===== src/rtl/fll_pkg.sv =====
// Package: shared widths, step direction type and divide-ratio decoders
// for the frequency-locked loop controller.
package fll_pkg;
    localparam int TAP_W   = 5;
    localparam int MOD_W   = 5;
    localparam int WORD_W  = TAP_W + MOD_W;
    localparam int RATIO_W = 6;

    typedef enum logic [1:0] {
        STEP_NONE = 2'd0,
        STEP_UP   = 2'd1,
        STEP_DOWN = 2'd2
    } step_e;

    // Reference divide ratio: 1,2,4,8,12,16; reserved codes give 16.
    function automatic logic [RATIO_W-1:0] ref_ratio(input logic [2:0] code);
        case (code)
            3'd0:    ref_ratio = RATIO_W'(1);
            3'd1:    ref_ratio = RATIO_W'(2);
            3'd2:    ref_ratio = RATIO_W'(4);
            3'd3:    ref_ratio = RATIO_W'(8);
            3'd4:    ref_ratio = RATIO_W'(12);
            default: ref_ratio = RATIO_W'(16);
        endcase
    endfunction

    // Oscillator prescale ratio: powers of two up to 32; reserved codes give 32.
    function automatic logic [RATIO_W-1:0] dco_ratio(input logic [2:0] code);
        if (code <= 3'd5) dco_ratio = RATIO_W'(1) << code;
        else              dco_ratio = RATIO_W'(32);
    endfunction
endpackage


===== src/rtl/fll_div.sv =====
// Module: fll_div
// Rising-edge counter that emits a one-clock tick on every Nth rising edge
// of a level input. Assumes the input is synchronous to clk and slower than
// clk/2, and that ratio is at least 1. A ratio lowered below the current
// count closes the period at the next edge.
module fll_div #(
    parameter int RATIO_W = 6
) (
    input  logic               clk,
    input  logic               rst_n,
    input  logic               sig,
    input  logic [RATIO_W-1:0] ratio,
    output logic               tick
);
    logic               prev;
    logic [RATIO_W-1:0] cnt;
    logic               rise;

    // Detect a rising edge against the previous sample.
    assign rise = sig & ~prev;

    // Count edges and strobe the tick when the period completes.
    always_ff @(posedge clk) begin
        if (!rst_n) begin
            prev <= 1'b0;
            cnt  <= '0;
            tick <= 1'b0;
        end else begin
            prev <= sig;
            tick <= 1'b0;
            if (rise) begin
                if (cnt >= ratio - RATIO_W'(1)) begin
                    cnt  <= '0;
                    tick <= 1'b1;
                end else begin
                    cnt <= cnt + RATIO_W'(1);
                end
            end
        end
    end
endmodule


===== src/rtl/fll_loop.sv =====
// Module: fll_loop
// Measurement and stepping core. Counts divided-oscillator pulses between
// reference ticks, compares with the effective multiplier, steps the
// control word by one with saturation, and tracks lock. Assumes
// mult_eff is non-zero and the two ticks come from fll_div instances.
module fll_loop
    import fll_pkg::*;
#(
    parameter int MULT_W   = 10,
    parameter int LOCK_N   = 4,
    parameter int RST_WORD = 512
) (
    input  logic              clk,
    input  logic              rst_n,
    input  logic              ref_tick,
    input  logic              dco_tick,
    input  logic [MULT_W-1:0] mult_eff,
    input  logic              loop_hold,
    input  logic              mod_freeze,
    output logic [WORD_W-1:0] word,
    output logic              locked
);
    localparam int CNT_W = MULT_W + 1;
    localparam int RUN_W = $clog2(LOCK_N + 1);
    localparam logic [CNT_W-1:0] CNT_MAX  = {CNT_W{1'b1}};
    localparam logic [TAP_W-1:0] TAP_MAX  = {TAP_W{1'b1}};
    localparam logic [WORD_W-1:0] WORD_MAX = {WORD_W{1'b1}};

    logic [CNT_W-1:0]  win;
    logic [CNT_W:0]    meas;
    logic              primed;
    logic [RUN_W-1:0]  run;
    step_e             dir;
    logic [WORD_W-1:0] nxt_word;
    logic [TAP_W-1:0]  cur_tap;

    assign cur_tap = word[WORD_W-1:MOD_W];
    assign meas    = {1'b0, win} + {{CNT_W{1'b0}}, dco_tick};

    // Decide the step direction from the closing window count.
    always_comb begin
        if (meas < {{(CNT_W+1-MULT_W){1'b0}}, mult_eff})      dir = STEP_UP;
        else if (meas > {{(CNT_W+1-MULT_W){1'b0}}, mult_eff}) dir = STEP_DOWN;
        else                                                  dir = STEP_NONE;
    end

    // Form the saturated next word, stepping taps only when modulation is frozen.
    always_comb begin
        nxt_word = word;
        if (dir == STEP_UP) begin
            if (mod_freeze) begin
                if (cur_tap != TAP_MAX) nxt_word = word + (WORD_W'(1) << MOD_W);
            end else if (word != WORD_MAX) begin
                nxt_word = word + WORD_W'(1);
            end
        end else if (dir == STEP_DOWN) begin
            if (mod_freeze) begin
                if (cur_tap != '0) nxt_word = word - (WORD_W'(1) << MOD_W);
            end else if (word != '0) begin
                nxt_word = word - WORD_W'(1);
            end
        end
    end

    // Accumulate pulses per window with saturation; first tick only primes.
    always_ff @(posedge clk) begin
        if (!rst_n) begin
            win    <= '0;
            primed <= 1'b0;
        end else if (ref_tick) begin
            win    <= '0;
            primed <= 1'b1;
        end else if (dco_tick && win != CNT_MAX) begin
            win <= win + CNT_W'(1);
        end
    end

    // Apply the step and update the lock run at each closing tick.
    always_ff @(posedge clk) begin
        if (!rst_n) begin
            word   <= WORD_W'(RST_WORD);
            run    <= '0;
            locked <= 1'b0;
        end else if (ref_tick && primed) begin
            if (!loop_hold) word <= nxt_word;
            if (dir == STEP_NONE) begin
                if (run != RUN_W'(LOCK_N)) run <= run + RUN_W'(1);
                locked <= (run >= RUN_W'(LOCK_N - 1));
            end else begin
                run    <= '0;
                locked <= 1'b0;
            end
        end
    end
endmodule


===== src/rtl/fll_ctrl.sv =====
// Module: fll_ctrl (top)
// Frequency-locked loop controller: selects and divides a reference,
// prescales the oscillator clock, and steers the tap/modulation word.
// Assumes every clock-like input is synchronous to clk and below clk/2.
module fll_ctrl
    import fll_pkg::*;
#(
    parameter int MULT_W  = 10,
    parameter int LOCK_N  = 4,
    parameter int RST_TAP = 16,
    parameter int RST_MOD = 0
) (
    input  logic              clk,
    input  logic              rst_n,
    input  logic              src_xt1,
    input  logic              src_refo,
    input  logic              src_xt2,
    input  logic              dco_clk,
    input  logic [2:0]        ref_sel,
    input  logic [2:0]        ref_div_sel,
    input  logic [2:0]        dco_div_sel,
    input  logic [MULT_W-1:0] mult,
    input  logic              loop_hold,
    input  logic              mod_freeze,
    output logic [4:0]        tap,
    output logic [4:0]        mod,
    output logic              locked,
    output logic              dco_div_pulse
);
    localparam int RST_WORD = RST_TAP * (2 ** MOD_W) + RST_MOD;

    logic              ref_src;
    logic              ref_tick;
    logic [MULT_W-1:0] mult_eff;
    logic [WORD_W-1:0] word;

    // Reference source selection; unlisted codes fall back to the internal reference.
    always_comb begin
        case (ref_sel)
            3'b000:  ref_src = src_xt1;
            3'b101:  ref_src = src_xt2;
            default: ref_src = src_refo;
        endcase
    end

    // A zero multiplier is treated as one.
    assign mult_eff = (mult == '0) ? MULT_W'(1) : mult;

    fll_div #(.RATIO_W(RATIO_W)) u_ref_div (
        .clk   (clk),
        .rst_n (rst_n),
        .sig   (ref_src),
        .ratio (ref_ratio(ref_div_sel)),
        .tick  (ref_tick)
    );

    fll_div #(.RATIO_W(RATIO_W)) u_dco_div (
        .clk   (clk),
        .rst_n (rst_n),
        .sig   (dco_clk),
        .ratio (dco_ratio(dco_div_sel)),
        .tick  (dco_div_pulse)
    );

    fll_loop #(.MULT_W(MULT_W), .LOCK_N(LOCK_N), .RST_WORD(RST_WORD)) u_loop (
        .clk        (clk),
        .rst_n      (rst_n),
        .ref_tick   (ref_tick),
        .dco_tick   (dco_div_pulse),
        .mult_eff   (mult_eff),
        .loop_hold  (loop_hold),
        .mod_freeze (mod_freeze),
        .word       (word),
        .locked     (locked)
    );

    assign tap = word[WORD_W-1:MOD_W];
    assign mod = word[MOD_W-1:0];
endmodule


===== config.mk =====
export PLATFORM = sky130hd
export DESIGN_NAME = fll_ctrl
export DESIGN_NICKNAME = d
export VERILOG_FILES = /design/src/rtl/fll_pkg.sv /design/src/rtl/fll_div.sv /design/src/rtl/fll_loop.sv /design/src/rtl/fll_ctrl.sv
export SDC_FILE = /design/constraint.sdc
export NUM_CORES = 1
export LEC_CHECK = 0
export ABC_CLOCK_PERIOD_IN_PS = 3700
export BUFFER_PORTS_ARGS = -buffer_cell sky130_fd_sc_hd__buf_2
export CAP_MARGIN = 20
export CORE_ASPECT_RATIO = 1.75
export CORE_UTILIZATION = 30
export CTS_CLUSTER_SIZE = 40
export DETAILED_ROUTE_END_ITERATION = 8
export PLACE_DENSITY = 0.44
export SETUP_SLACK_MARGIN = 0.2
export SYNTH_ARGS = -nofsm -noshare
export SYNTH_HDL_FRONTEND = slang
export SYNTH_SLANG_ARGS = --single-unit

===== constraint.sdc =====
create_clock -name clk -period 3.7 [get_ports clk]
set_input_delay 0.37 -clock clk [delete_from_list [all_inputs] [get_ports clk]]
set_output_delay 0.37 -clock clk [all_outputs]
set_load 0.05 [all_outputs]

* Word-level counts from Yosys, hierarchy flattened
Cells that the tools add are included.
Storage, ports and cells: register bits 42, input port bits 27, output and inout bits 12
Cells by class: add/sub/neg operators 11, magnitude comparators 6, eq/ne operators 15, shifts and indexed selects 1, mux-type cells 21, bitwise gates (word level) 6, reductions and logical operators 15
Operator list (count):
- two-way mux 10 bit | 9
- one-hot mux 5 bit (5 select lines) | 1
- two-way mux 6 bit | 3
- adder 11 x 1 -> 12 bit | 1
- adder 6 x 1 -> 6 bit (second input constant) | 2
- >= comparator 6 bit | 2
- greater-than comparator 12 x 10 -> 1 bit | 1
- less-than comparator 12 x 10 -> 1 bit | 1
- adder 11 x 1 -> 11 bit (second input constant) | 1
- inequality test 11 bit (second input constant) | 1
- adder 10 x 1 -> 10 bit (second input constant) | 1
- adder 10 x 6 -> 10 bit (second input constant) | 1
- logical NOT 10 bit | 1
- inequality test 10 bit (second input constant) | 1
- nonzero test 10 bit | 1
- subtractor 10 x 1 -> 10 bit (second input constant) | 1
- subtractor 10 x 6 -> 10 bit (second input constant) | 1
- inequality test 3 bit (second input constant) | 3
- AND reduction 7 bit | 1
- equality test 3 x 2 -> 1 bit (second input constant) | 2
- equality test 3 bit (second input constant) | 2
- logical NOT 3 bit | 2
- two-way mux 3 bit | 2
- AND reduction 2 bit | 3
- 23 further kinds | 31

* Logic depth before layout (Yosys ltp)
Gate-level depths: netlist of the first run.
word-level depth 8, gate-level depth with buffers 14, gate-level depth less buffers 13

* Modules after synthesis
A second synthesis of the first run with hierarchy kept.
Unflattened totals: cells, all modules 415, area total of the unflattened synthesis 3479.6 um^2
By module, submodules not included:
- fll_loop | times used 1, cells each 269, area an instance 2145.8 um^2, seq. area each 520.5 um^2
- fll_div | times used 2, cells each 56, area an instance 574.3 um^2, seq. area each 160.2 um^2
- fll_ctrl | times used 1, cells each 34, area an instance 185.2 um^2, seq. area each 0.0 um^2

* Worst setup path before layout of the first run
OpenSTA, ideal clock, no wires.
path type register -> register, from reg u_dco_div.tick, to reg u_loop.word[3], library setup time 0.069 ns, arrival time 3.440 ns, path slack 0.191 ns, stages on the path, launching flop included 14, period minus slack after synthesis 3.509 ns, cell sequence dfxtp_1 -> ha_1 -> nand3_1 -> or2_2 -> nor2_1 -> xor2_1 -> ha_1 -> nand3_1 -> or2_2 -> a21oi_1 -> nor3b_4 -> or4bb_1 -> a2111o_1 -> o21ai_1
Between the ends: word-level cells in the longest chain between the ends 7
RTL lines:
- start, declared | RTL line fll_div.sv:13 | output logic tick
- start signal, assigned | RTL line fll_div.sv:27 | tick <= 1'b0;
- start signal, assigned | RTL line fll_div.sv:30 | tick <= 1'b0;
- start signal, assigned | RTL line fll_div.sv:34 | tick <= 1'b1;
- adder 11 x 1 -> 12 bit (*) | RTL line fll_loop.sv:38 | assign meas = {1'b0, win} + {{CNT_W{1'b0}}, dco_tick};
- greater-than comparator 12 x 10 -> 1 bit | RTL line fll_loop.sv:43 | else if (meas > {{(CNT_W+1-MULT_W){1'b0}}, mult_eff}) dir = STEP_DOWN;
- two-way mux 2 bit | RTL line fll_loop.sv:43
- two-way mux 2 bit (*) | RTL line fll_loop.sv:42 | if (meas < {{(CNT_W+1-MULT_W){1'b0}}, mult_eff}) dir = STEP_UP;
- equality test 2 x 1 -> 1 bit / equality test 2 bit (equally long branches) | RTL line fll_loop.sv:50, fll_loop.sv:56
- inequality test 3 bit (no line), or another cell as far along
- AND reduction 7 bit (no line)
- end signal, assigned | RTL line fll_loop.sv:81 | word <= WORD_W'(RST_WORD);
- end signal, assigned | RTL line fll_loop.sv:85 | if (!loop_hold) word <= nxt_word;
- end, declared | RTL line fll_loop.sv:20 | output logic [WORD_W-1:0] word,
Mark *: on every way between the ends. The rest lies on a longest branch, timed or not. A chain may end at the register's enable or synchronous reset.

* Worst setup path after layout of the first run
Ends and elaborated chain as after synthesis.

==> results of run 1 <==
==> how the worst max path moves through the flow <==
stage	start	to	slack, ns	cells past startpoint
2_1_floorplan	u_dco_div.tick	u_loop.word[3]	0.38	13
3_3_place_gp	u_loop.win[0]	u_loop.word[3]	0.31	12
3_5_place_dp	u_loop.win[0]	u_loop.word[6]	0.26	12
4_1_cts	u_loop.win[0]	u_loop.word[3]	0.24	12
5_1_grt	u_dco_div.tick	u_loop.word[3]	0.24	13
6_report	u_dco_div.tick	u_loop.word[3]	0.43	13
==> worst reg2reg max path, delay by kind of cell (launching register included) <==
family | cells | cell delay [ns]
fa+ha+maj | 2 | 0.50
xor+xnor | 1 | 0.08
flops | 1 | 0.36
simple gates | 7 | 1.64
compound gates | 3 | 0.63
==> layout make-up <==
| cell class | instances | area (um2) |
|---|---|---|
| Clock buffer | 6 | 129 |
| Clock inverter | 2 | 37.5 |
| Fill cell | 1096 | 6310 |
| Inverter | 26 | 97.6 |
| Multi-Input combinational cell | 308 | 2140 |
| Sequential cell | 42 | 843 |
| Tap cell | 125 | 156 |
| Timing Repair Buffer | 46 | 250 |
==> registers in the layout, summed over array words and instances (netlist names) <==
register and count:
u_dco_div.cnt 6, u_dco_div.prev 1, u_dco_div.tick 1, u_loop.locked 1
u_loop.primed 1, u_loop.run 3, u_loop.win 11, u_loop.word 10
u_ref_div.cnt 6, u_ref_div.prev 1, u_ref_div.tick 1
==> metrics by stage <==
step           hold slack (ns)  instance area [um2]
2_1_floorplan            0.435                 3100
3_3_place_gp             0.453                 3440
3_5_place_dp             0.473                 3440
4_1_cts                  0.311                 3610
5_1_grt                  0.324                 3660
6_report                 0.320                 3660
==> power groups by stage <==
stage,combinational (W),clock [W],sequential (W)
finish,0.0000955,0.000510,0.000464
global route,0.000110,0.000543,0.000464
CTS,0.0000972,0.000522,0.000464
detailed placement,0.0000969,0,0.000474
global placement,0.0000949,0,0.000474
floorplan,0.0000646,0,0.000472
==> placed cells by master, fill, tap and decap left out, types with 13 or more instances in the layout <==
cell type  synthesis  routed
dfxtp_1           42      40
nor2_1            38      38
buf_2              1      38
nand2_1           36      36
ha_1              36      35
inv_1             26      26
a21oi_1           20      19
xnor2_1           18      18
nand3_1           15      15
nand2b_1          13      13
==> repair_timing <==
action | 4_1_cts | 5_1_grt
resized for setup | 0 | 6
setup endpoints to repair | 0 | 10
setup buffers | 0 | 3
hold buffers | 0 | 0
==> routing by layer <==
layer,vias to the layer above,track usage [%]
li1,1449,-
met5,-,0
met3,10,2.62
met1,1267,15.0
met2,34,27.4
met4,0,6.16
==> logic make-up after synthesis <==
logic type	Yosys count
adders and majority gates	36
muxes	11
other	1
DFF	42
xor gates and xnor gates	29
AOI/OAI and AO/OA	69
and+or+nand+nor	161
buffers and inverters	36
==> summary.txt, run 1 <==
Placement
  • Pre-CTS WS: 0.261 ns
  • Final HPWL DP: 5.75 mm
  • IO Port Bufs: 38
  • DP Cell Count: 543
  • Placer congestion estimate: 0.855

Setup path
  • Cell breakdown of the critical path: ha_2 -> nand3_1 -> or2_4 -> nor2_1 -> xor2_1 -> ha_1 -> nand3_1 -> or2_2 -> a21oi_4 -> nor3b_2 -> or4bb_1 -> a2111o_1 -> o21ai_1
  • R2r startpoint: u_dco_div.tick
  • Largest fanout on the critical path: 8
  • Flop2flop setup slack: 0.43 ns
  • WS Path Type: flip-flop to flip-flop
  • Cell family with most CP delay: simple AND/OR/NAND/NOR gates
  • Crit end category: flip-flop
  • Startpoint Class: flip-flop
  • Critical Path AT: 3.49 ns
  • CP bufs+invs: 0
  • Slowest stage cell on the critical path: or4bb_1
  • Most frequent CP cell: nand3_1
  • Critical Path RT: 3.92 ns
  • FF-to-FF path depth: 13
  • Worst reg2reg endpoint: u_loop.word[3]
  • Critical path's largest stage delay: 0.53 ns

Route
  • WL final: 7.50 mm
  • Drt first-iter violations: 82
  • DR pass1 iterations: 4
  • Via-to-Cell Ratio: 4.97
  • DRC errors left: 0
  • Routed Antenna Nets: 0
  • Top sig layer: met4
  • WL met1: 3.10 mm
  • Via count: 2760
  • Met3 routed WL: 178 um
  • Met2 WL: 4.06 mm
  • Routed length per instance: 13.5 um

STA
  • Unrepaired setup endpoints after global routing: false
  • Tcrit/Tclk final: 88.4%
  • F_max: 306 MHz
  • Minimum clock period: 3.27 ns
  • Final hold viol count: 0
  • Final WS setup: 0.431 ns
  • Slew @ Worst Pin: 0.716 ns
  • Rel. slew slack: 51.8%
  • Max-slew violations: 0
  • Total negative slack: 0 ns
  • Final clock skew: 0.00405 ns
  • Final setup viols: 0

Layout
  • Fin cells: 555
  • Final Util: 36.7%
  • Share of cells above drive strength 1: 14.7%
  • Antenna cells: 0
  • Layout Nets: 492
  • Area grow syn2layout: 18.0%

Pwr
  • Switching share of power: 23.3%
  • VDD IR max: 222 uV
  • Clock Power Share: 47.7%
  • Flop pwr share: 43.4%
  • Pint: 0.000820 W
  • Static leakage: 1.63 nW
  • Power per cell area: 292 nW/um2
  • Combinational Power Share: 8.9%
  • Sw Pwr: 0.000249 W
  • Tot Pwr: 0.00107 W

Clock tree
  • Clock buffer depth: 2
  • TritonCTS clock tree: yes
  • CTS sink count: 42
  • Clock slew at reported path FFs: 0.06 ns
  • Cts bufs inserted: 5
  • H-tree depth: 2
  • CTS root buffer: clkbuf_16
  • Clock latency on the worst-skew pair: 0.29 ns

Logic synthesis
  • Compound-Gate Fraction of Synth Area: 15.0%
  • Adder-cell share of the synthesized area: 14.5%
  • Post-synth ARST share: 0%
  • Largest family of logic cells by synthesized area: simple AND/OR/NAND/NOR gates
  • Seq/Total Area, Yosys: 27.1%
  • Most common flop cell mapped by yosys: dfxtp_1
  • XOR/XNOR Fraction of Synth Area: 8.19%
  • Post-synth EDFFs: 0
  • Share of cell area taken by muxes after synthesis: 3.55%
  • Area leader, netlist: dfxtp_1
  • Mapped Area: 3100 um2
  • Most frequent cell after synthesis: dfxtp_1
  • Flops & latches, synth: 42
  • Syn Nets: 448
  • Main area contributors after synthesis: dfxtp_1, ha_1, xnor2_1, nor2_1, nand2_1
  • Yosys warnings: 0
  • Post-synth top cells: dfxtp_1, nor2_1, ha_1, nand2_1, inv_1
  • Cell count after synthesis: 385
  • Post-synthesis simple-gate area fraction: 26.8%
  • Synth unique cells: 54
  • Top-area cell type share of the netlist area: 27.1%
  • Post-Synthesis Mean Instance Area: 8.05 um2

Global routing
  • Initial antenna violation count: 0
  • Wire length of the first global-routing pass: 12.0 mm
  • Number of global-route vias before repair: 2591
  • Largest net degree at the start of global routing: 29
  • GRT Total Usage: 14.4%
  • Grt ovf: 0

Floorplanning
  • Die area: 10800 um2
  • Initial Util: 31.1%
  • DIE WIDTH: 78.9 um
  • FP Rows: 48
  • Ports: 39
  • Die Ht: 136 um
  • Core ar.: 9970 um2

Outcome
  • Outcome: completed

Hold path
  • Hold Path End: u_dco_div.prev
  • Hold Path Cell Cnt: 2
  • HP Start: dco_clk
  • HP Class: primary input to flip-flop

Job
  • Total of max-cap violations: 0
Power figures use the tool's default switching activity.
==> run 2, diff against run 1 <==
--- a/config.mk
+++ b/config.mk
@@ -12,8 +12,8 @@
 export CORE_UTILIZATION = 30
 export CTS_CLUSTER_SIZE = 40
 export DETAILED_ROUTE_END_ITERATION = 8
-export PLACE_DENSITY = 0.44
 export SETUP_SLACK_MARGIN = 0.2
 export SYNTH_ARGS = -nofsm -noshare
 export SYNTH_HDL_FRONTEND = slang
 export SYNTH_SLANG_ARGS = --single-unit
+export TNS_END_PERCENT = 1
==> run 2 against run 1 <==
  * First-iteration DRC count up 49%
  * Die area stayed put
  * Design area down 0.38%
  * Register-to-register slack got worse by 0.03 ns
  * Critical path depth stayed put
  * Largest cell class unchanged
==> summary.txt, run 2 (synthesis gave the netlist of run 1 again) <==
Layout
  • Fillers: 1044 (was 1096)
  • Layout Nets: 491 (was 492)
  • Antenna cells: 0 (unchanged)
  • Final Util: 36.6% (was 36.7%)
  • Share of cells above drive strength 1: 15.2% (was 14.7%)
  • Commonest non-fill, non-tap cell in the layout: dfxtp_1 (unchanged)
  • Registers with the most flip-flops: u_loop.win x11, u_loop.word x10 (unchanged)
  • Max reg flops: 11 (unchanged)
  • Most frequent cells in the layout: dfxtp_1, buf_2, nand2_1, nor2_1, ha_1 (was dfxtp_1, nor2_1, buf_2)
  • Area grow syn2layout: 17.6% (was 18.0%)
  • Fin cells: 554 (was 555)
  • Top reg by flops: u_loop.win (unchanged)

Setup path
  • Critical Path AT: 3.52 ns (was 3.49 ns)
  • Startpoint Class: flip-flop (unchanged)
  • Crit end category: flip-flop (unchanged)
  • FF-to-FF path depth: 13 (unchanged)
  • Critical Path RT: 3.92 ns (about the same)
  • Cell family with most CP delay: simple AND/OR/NAND/NOR gates (unchanged)
  • Critical path's largest stage delay: 0.54 ns (was 0.53 ns)
  • Slowest stage cell on the critical path: or4bb_1 (unchanged)
  • Cell breakdown of the critical path: ha_1 -> nand3_1 -> or2_4 -> nor2_2 -> xor2_1 -> ha_1 -> nand3_1 -> or2_2 -> a21oi_4 -> nor3b_2 -> or4bb_1 -> a2111o_1 -> o21ai_1 (was ha_2 -> nand3_1 -> or2_4 -> nor2_1 -> xor2_1 -> ha_1 -> nand3_1 -> or2_2 -> a21oi_4 -> nor3b_2 -> or4bb_1 -> a2111o_1 -> o21ai_1)
  • Largest fanout on the critical path: 7 (was 8)
  • CP bufs+invs: 0 (unchanged)
  • WS Path Type: flip-flop to flip-flop (unchanged)
  • Flop2flop setup slack: 0.40 ns (was 0.43 ns)
  • Worst reg2reg endpoint: u_loop.word[3] (unchanged)
  • R2r startpoint: u_loop.win[0] (was u_dco_div.tick)

STA
  • F_max: 303 MHz (was 306 MHz)
  • Final setup viols: 0 (unchanged)
  • Minimum clock period: 3.30 ns (was 3.27 ns)
  • Max-slew violations: 0 (unchanged)
  • Final hold viol count: 0 (unchanged)
  • Tcrit/Tclk final: 89.2% (was 88.4%)
  • Slew @ Worst Pin: 0.598 ns (was 0.716 ns)
  • Rel. slew slack: 59.8% (was 51.8%)
  • Total negative slack: 0 ns (unchanged)
  • Final WS setup: 0.401 ns (was 0.431 ns)
  • Unrepaired setup endpoints after global routing: false (unchanged)
  • Final clock skew: 0.00726 ns (was 0.00405 ns)

Route
  • Routed length per instance: 13.2 um (was 13.5 um)
  • DRC errors left: 0 (unchanged)
  • DR pass1 iterations: 4 (unchanged)
  • Routed Antenna Nets: 0 (unchanged)
  • Via count: 2859 (was 2760)
  • WL final: 7.32 mm (was 7.50 mm)
  • Drt first-iter violations: 122 (was 82)
  • Via-to-Cell Ratio: 5.16 (was 4.97)

Floorplanning
  • DIE WIDTH: 78.9 um (unchanged)
  • FP Rows: 48 (unchanged)
  • Initial Util: 31.1% (unchanged)
  • Die Ht: 136 um (unchanged)
  • Die area: 10800 um2 (unchanged)
  • Ports: 39 (unchanged)
  • Core ar.: 9970 um2 (unchanged)

Hold path
  • Hold Path End: u_dco_div.prev (unchanged)
  • HP Class: primary input to flip-flop (unchanged)
  • HP Start: dco_clk (unchanged)
  • Hold Path Cell Cnt: 2 (unchanged)

Clock tree
  • Clock buffer depth: 2 (unchanged)
  • CTS Hold Bufs: 0 (unchanged)
  • TritonCTS clock tree: yes (unchanged)
  • CTS sink count: 42 (unchanged)
  • CTS root buffer: clkbuf_16 (unchanged)
  • Clock latency on the worst-skew pair: 0.29 ns (about the same)
  • H-tree depth: 2 (unchanged)
  • Clock slew at reported path FFs: 0.06 ns (about the same)
  • Cts bufs inserted: 5 (unchanged)

Outcome
  • Outcome: completed (unchanged)

Placement
  • DP Cell Count: 541 (was 543)
  • Pre-CTS WS: 0.125 ns (was 0.261 ns)
  • Placer congestion estimate: 0.873 (was 0.855)
  • IO Port Bufs: 38 (unchanged)
  • Final HPWL DP: 5.68 mm (was 5.75 mm)

Pwr
  • Combinational Power Share: 9.5% (was 8.9%)
  • Pint: 0.000769 W (was 0.000820 W)
  • Static leakage: 1.63 nW (about the same)
  • Power per cell area: 278 nW/um2 (was 292 nW/um2)
  • Sw Pwr: 0.000243 W (was 0.000249 W)
  • Flop pwr share: 45.8% (was 43.4%)
  • Clock Power Share: 44.7% (was 47.7%)
  • Switching share of power: 24.0% (was 23.3%)
  • VDD IR max: 203 uV (was 222 uV)
  • Tot Pwr: 0.00101 W (was 0.00107 W)

Global routing
  • Grt ovf: 0 (unchanged)
  • Number of global-route vias before repair: 2712 (was 2591)
  • Wire length of the first global-routing pass: 12.0 mm (about the same)
  • GRT Total Usage: 14.1% (was 14.4%)
  • Initial antenna violation count: 0 (unchanged)
  • Largest net degree at the start of global routing: 29 (unchanged)

Job
  • Total of max-cap violations: 0 (unchanged)
## run 2: cell types whose count changed in the layout (fill, tap and decap cells not counted), sizes merged
cell	delta
buf	-1
bufinv	-1
clkinv	+1
## run 2: cell type report
| class | instances | area [um2] | share of cell area, % |
|---|---|---|---|
| multi-input cells | 308 | 2150 | 59.1 |
| inverters | 26 | 97.6 | 2.68 |
| clock buffers | 6 | 139 | 3.81 |
| flip-flops and latches | 42 | 843 | 23.1 |
| well taps | 125 | 156 | 4.29 |
| clock inverters | 2 | 12.5 | 0.343 |
| repair buffers | 45 | 243 | 6.66 |
## run 2: repair_timing
action / in CTS / in global routing
cloned: 0 / 1
pin swaps: 1 / 1
setup buffers: 1 / 3
setup endpoints to repair: 2 / 10
resized for setup: 0 / 8
## run 2: through the flow
step / hold slack [ns] / cell area, um2
after global placement: 0.451 / 3420
final: 0.313 / 3640
after global routing: 0.340 / 3640
after floorplan: 0.435 / 3100
after detailed placement: 0.463 / 3420
after CTS: 0.310 / 3580
## run 2: worst max path at each step
stage | start | endpoint | slack [ns] | cells past startpoint
after floorplan | u_dco_div.tick | u_loop.word[3] | 0.38 | 13
after detailed placement | u_loop.win[0] | u_loop.word[5] | 0.13 | 13
after global placement | u_loop.win[0] | u_loop.word[5] | 0.26 | 12
final | u_loop.win[0] | u_loop.word[3] | 0.40 | 13
after global routing | u_loop.win[0] | u_loop.word[3] | 0.23 | 13
after CTS | u_loop.win[0] | u_loop.word[3] | 0.22 | 13
## run 2: power groups by stage
stage,logic [W],clock network [W],registers [W]
CTS,0.0000974,0.000464,0.000463
finish,0.0000965,0.000452,0.000464
global route,0.000112,0.000479,0.000464
detailed placement,0.0000970,0,0.000473
floorplan,0.0000646,0,0.000472
global placement,0.0000938,0,0.000473
## run 2: routing by layer
layer / track usage [%] / wire length [um] / vias up
li1: - / - / 1443
met1: 13.4 / 2790 / 1341
met2: 28.1 / 4000 / 56
met3: 3.09 / 304 / 19
met4: 6.36 / 232 / 0
met5: 0 / 0 / -
==> run 3, diff against run 2 <==
--- a/config.mk
+++ b/config.mk
@@ -5,6 +5,7 @@
 export SDC_FILE = /design/constraint.sdc
 export NUM_CORES = 1
 export LEC_CHECK = 0
+export ABC_AREA = 1
 export ABC_CLOCK_PERIOD_IN_PS = 3700
 export BUFFER_PORTS_ARGS = -buffer_cell sky130_fd_sc_hd__buf_2
 export CAP_MARGIN = 20
==> run 3 against run 2 <==
  * Die area rose by 9.1%
  * Design area rose by 5.2%
  * Power fell by 0.66%
  * Highest routed layer unchanged
  * Critical endpoint is now u_loop.word[5]
==> summary.txt, run 3 <==
Outcome
  • Outcome: completed (unchanged)

Logic synthesis
  • Mapped Area: 3390 um2 (was 3100 um2)
  • Flops & latches, synth: 42 (unchanged)
  • Share of cell area taken by muxes after synthesis: 0% (was 3.55%)
  • XOR/XNOR Fraction of Synth Area: 8.01% (was 8.19%)
  • Most frequent cell after synthesis: nand2_1 (was dfxtp_1)
  • Post-synthesis simple-gate area fraction: 32.1% (was 26.8%)
  • Syn Nets: 570 (was 448)
  • Area leader, netlist: dfxtp_1 (unchanged)
  • Adder-cell share of the synthesized area: 13.3% (was 14.5%)
  • Top-area cell type share of the netlist area: 24.8% (was 27.1%)
  • Post-synth EDFFs: 0 (unchanged)
  • Post-synth ARST share: 0% (unchanged)
  • Cell count after synthesis: 507 (was 385)
  • Post-Synthesis Mean Instance Area: 6.69 um2 (was 8.05 um2)
  • Most common flop cell mapped by yosys: dfxtp_1 (unchanged)
  • Yosys warnings: 0 (unchanged)
  • Seq/Total Area, Yosys: 24.8% (was 27.1%)
  • Synth unique cells: 39 (was 54)
  • Main area contributors after synthesis: dfxtp_1, ha_1, nand2_1, inv_1, nor2_1 (was dfxtp_1, ha_1, xnor2_1, nor2_1, nand2_1)
  • Largest family of logic cells by synthesized area: simple AND/OR/NAND/NOR gates (unchanged)
  • Compound-Gate Fraction of Synth Area: 11.6% (was 15.0%)
  • Post-synth top cells: nand2_1, inv_1, nor2_1 (was dfxtp_1, nor2_1, ha_1, nand2_1, inv_1)

Floorplanning
  • FP Rows: 51 (was 48)
  • Initial Util: 30.7% (was 31.1%)
  • DIE WIDTH: 82.4 um (was 78.9 um)
  • Core ar.: 11000 um2 (was 9970 um2)
  • Die area: 11700 um2 (was 10800 um2)
  • Ports: 39 (unchanged)
  • Die Ht: 143 um (was 136 um)

STA
  • F_max: 351 MHz (was 303 MHz)
  • Final hold viol count: 0 (unchanged)
  • Unrepaired setup endpoints after global routing: false (unchanged)
  • Total negative slack: 0 ns (unchanged)
  • Tcrit/Tclk final: 77.0% (was 89.2%)
  • Final clock skew: 0.00920 ns (was 0.00726 ns)
  • Max-slew violations: 0 (unchanged)
  • Rel. slew slack: 64.9% (was 59.8%)
  • Final setup viols: 0 (unchanged)
  • Minimum clock period: 2.85 ns (was 3.30 ns)
  • Slew @ Worst Pin: 0.525 ns (was 0.598 ns)
  • Hold slack: 0.276 ns (was 0.313 ns)

Clock tree
  • CTS sink count: 42 (unchanged)
  • Post-CTS Resized: 0 (unchanged)
  • Clock buffer depth: 2 (unchanged)
  • CTS Hold Bufs: 0 (unchanged)
  • CTS root buffer: clkbuf_16 (unchanged)
  • Clock slew at reported path FFs: 0.06 ns (about the same)
  • Cts bufs inserted: 5 (unchanged)
  • Clock latency on the worst-skew pair: 0.29 ns (about the same)
  • TritonCTS clock tree: yes (unchanged)
  • H-tree depth: 2 (unchanged)
  • Postcts setup bufs: 0 (was 1)

Global routing
  • Number of global-route vias before repair: 3123 (was 2712)
  • Grt ovf: 0 (unchanged)
  • Initial antenna violation count: 0 (unchanged)
  • Wire length of the first global-routing pass: 13.4 mm (was 12.0 mm)
  • GRT Total Usage: 15.0% (was 14.1%)
  • Largest net degree at the start of global routing: 17 (was 29)

Route
  • WL final: 8.05 mm (was 7.32 mm)
  • DRC errors left: 0 (unchanged)
  • Routed length per instance: 11.9 um (was 13.2 um)
  • Routed Antenna Nets: 0 (unchanged)
  • Via-to-Cell Ratio: 4.88 (was 5.16)
  • Drt first-iter violations: 78 (was 122)
  • Via count: 3292 (was 2859)
  • DR pass1 iterations: 4 (unchanged)

Placement
  • DP Cell Count: 666 (was 541)
  • Placer congestion estimate: 0.898 (was 0.873)
  • Final HPWL DP: 6.59 mm (was 5.68 mm)
  • IO Port Bufs: 38 (unchanged)

Setup path
  • FF-to-FF path depth: 20 (was 13)
  • CP bufs+invs: 5 (was 0)
  • Cell family with most CP delay: simple AND/OR/NAND/NOR gates (unchanged)
  • Slowest stage cell on the critical path: dfxtp_1 (was or4bb_1)
  • Critical Path AT: 2.99 ns (was 3.52 ns)
  • Startpoint Class: flip-flop (unchanged)
  • CP Depth: 20 (was 13)
  • Most frequent CP cell: nand2_1
  • Critical Path RT: 3.85 ns (was 3.92 ns)
  • Critical path's largest stage delay: 0.37 ns (was 0.54 ns)
  • Cell breakdown of the critical path: ha_1 -> inv_1 -> nor2_2 -> nand2_1 -> xor2_1 -> inv_1 -> ha_1 -> nand2_1 -> inv_1 -> nor2_1 -> o21a_1 -> o211ai_2 -> clkinv_2 -> nand2_4 -> inv_4 -> nor2_2 -> nor2_4 -> nand2_1 -> nand2_1 -> a21oi_1 (was ha_1 -> nand3_1 -> or2_4 -> nor2_2 -> xor2_1 -> ha_1 -> nand3_1 -> or2_2 -> a21oi_4 -> nor3b_2 -> or4bb_1 -> a2111o_1 -> o21ai_1)
  • WS Path Type: flip-flop to flip-flop (unchanged)
  • Largest fanout on the critical path: 16 (was 7)
  • Crit end category: flip-flop (unchanged)

Layout
  • Layout Nets: 604 (was 491)
  • Registers with the most flip-flops: u_loop.win x11, u_loop.word x10 (unchanged)
  • Top reg by flops: u_loop.win (unchanged)
  • Fin cells: 674 (was 554)
  • Share of cells above drive strength 1: 12.2% (was 15.2%)
  • Area grow syn2layout: 13.1% (was 17.6%)
  • Commonest non-fill, non-tap cell in the layout: nand2_1 (was dfxtp_1)
  • Fillers: 1222 (was 1044)
  • Max reg flops: 11 (unchanged)
  • Most frequent cells in the layout: nand2_1, inv_1, nor2_1 (was dfxtp_1, buf_2, nand2_1, nor2_1, ha_1)
  • Antenna cells: 0 (unchanged)

Hold path
  • HP Class: primary input to flip-flop (unchanged)
  • Hold Path Cell Cnt: 3 (was 2)

Pwr
  • Power per cell area: 262 nW/um2 (was 278 nW/um2)
  • Static leakage: 1.83 nW (was 1.63 nW)
  • VDD IR max: 231 uV (was 203 uV)

Job
  • Total of max-cap violations: 0 (unchanged)
[run 3: changes by cell type after synthesis, moves of 13 or more]
cell      before  now
inv_1         26   73
nand2_1       36   94
nand2b_1      13    0
nand3_1       15   36
nor2_1        38   59
o21ai_0       12   33
xor2_1        11   24
[run 3: power by group]
| part | switching (W) | internal [W] |
|---|---|---|
| sequential | 0.00000529 | 0.000458 |
| clock | 0.000188 | 0.000250 |
| combinational | 0.0000638 | 0.0000403 |
| total | 0.000257 | 0.000748 |
[run 3: area by class of cell]
| cell class | instances | area (um2) | share of cell area, % |
|---|---|---|---|
| multi-input cells | 378 | 2200 | 57.5 |
| flip-flops and latches | 42 | 841 | 21.9 |
| inverters | 76 | 289 | 7.54 |
| repair buffers | 38 | 190 | 4.96 |
| well taps | 132 | 165 | 4.31 |
| clock buffers | 5 | 125 | 3.26 |
| clock inverters | 3 | 18.8 | 0.490 |
[run 3: path summary, 6_finish.rpt]
kind / startpoint / to / slack [ns]
hold reg to reg: u_ref_div.cnt[5] / u_ref_div.cnt[5] / 0.47
setup / recovery: u_loop.win[0] / u_loop.word[5] / 0.85
setup reg to reg: u_loop.win[0] / u_loop.word[5] / 0.85
hold / removal: dco_clk / u_dco_div.prev / 0.28
[run 3: routing by layer]
metal  wire length, um  share of wire, %  vias to the layer above  global-route usage (%)
met4               314               3.9                        0                    8.59
met3               295               3.7                       25                    3.00
met2              4230                53                       75                    27.6
met5                 0                 0                        -                       0
met1              3210                40                     1493                    14.9
li1                  -                 -                     1699                       -
[run 3: cells by family after synthesis]
logic type | after synthesis
buffers and inverters | 87
other | 1
adders and majority gates | 36
DFF | 42
xor gates and xnor gates | 31
AOI/OAI and AO/OA | 72
and+or+nand+nor | 238
[run 3: tightest hold or removal path, stage by stage]
cell and delay, ns:
buf_2 0.08, nand2_1 0.04, inv_1 0.04
[run 3: per-stage QoR]
stage | total power, W | util, % | area, um2 | setup WS [ns]
4_1_cts | 0.00102 | 34.7 | 3830 | 0.834
6_report | 0.00101 | 34.7 | 3830 | 0.853
2_1_floorplan | 0.000543 | - | 3390 | 0.855
3_3_place_gp | 0.000573 | 33.4 | 3690 | 0.947
3_5_place_dp | 0.000578 | 33.4 | 3690 | 0.860
5_1_grt | 0.00105 | 34.7 | 3830 | 0.509
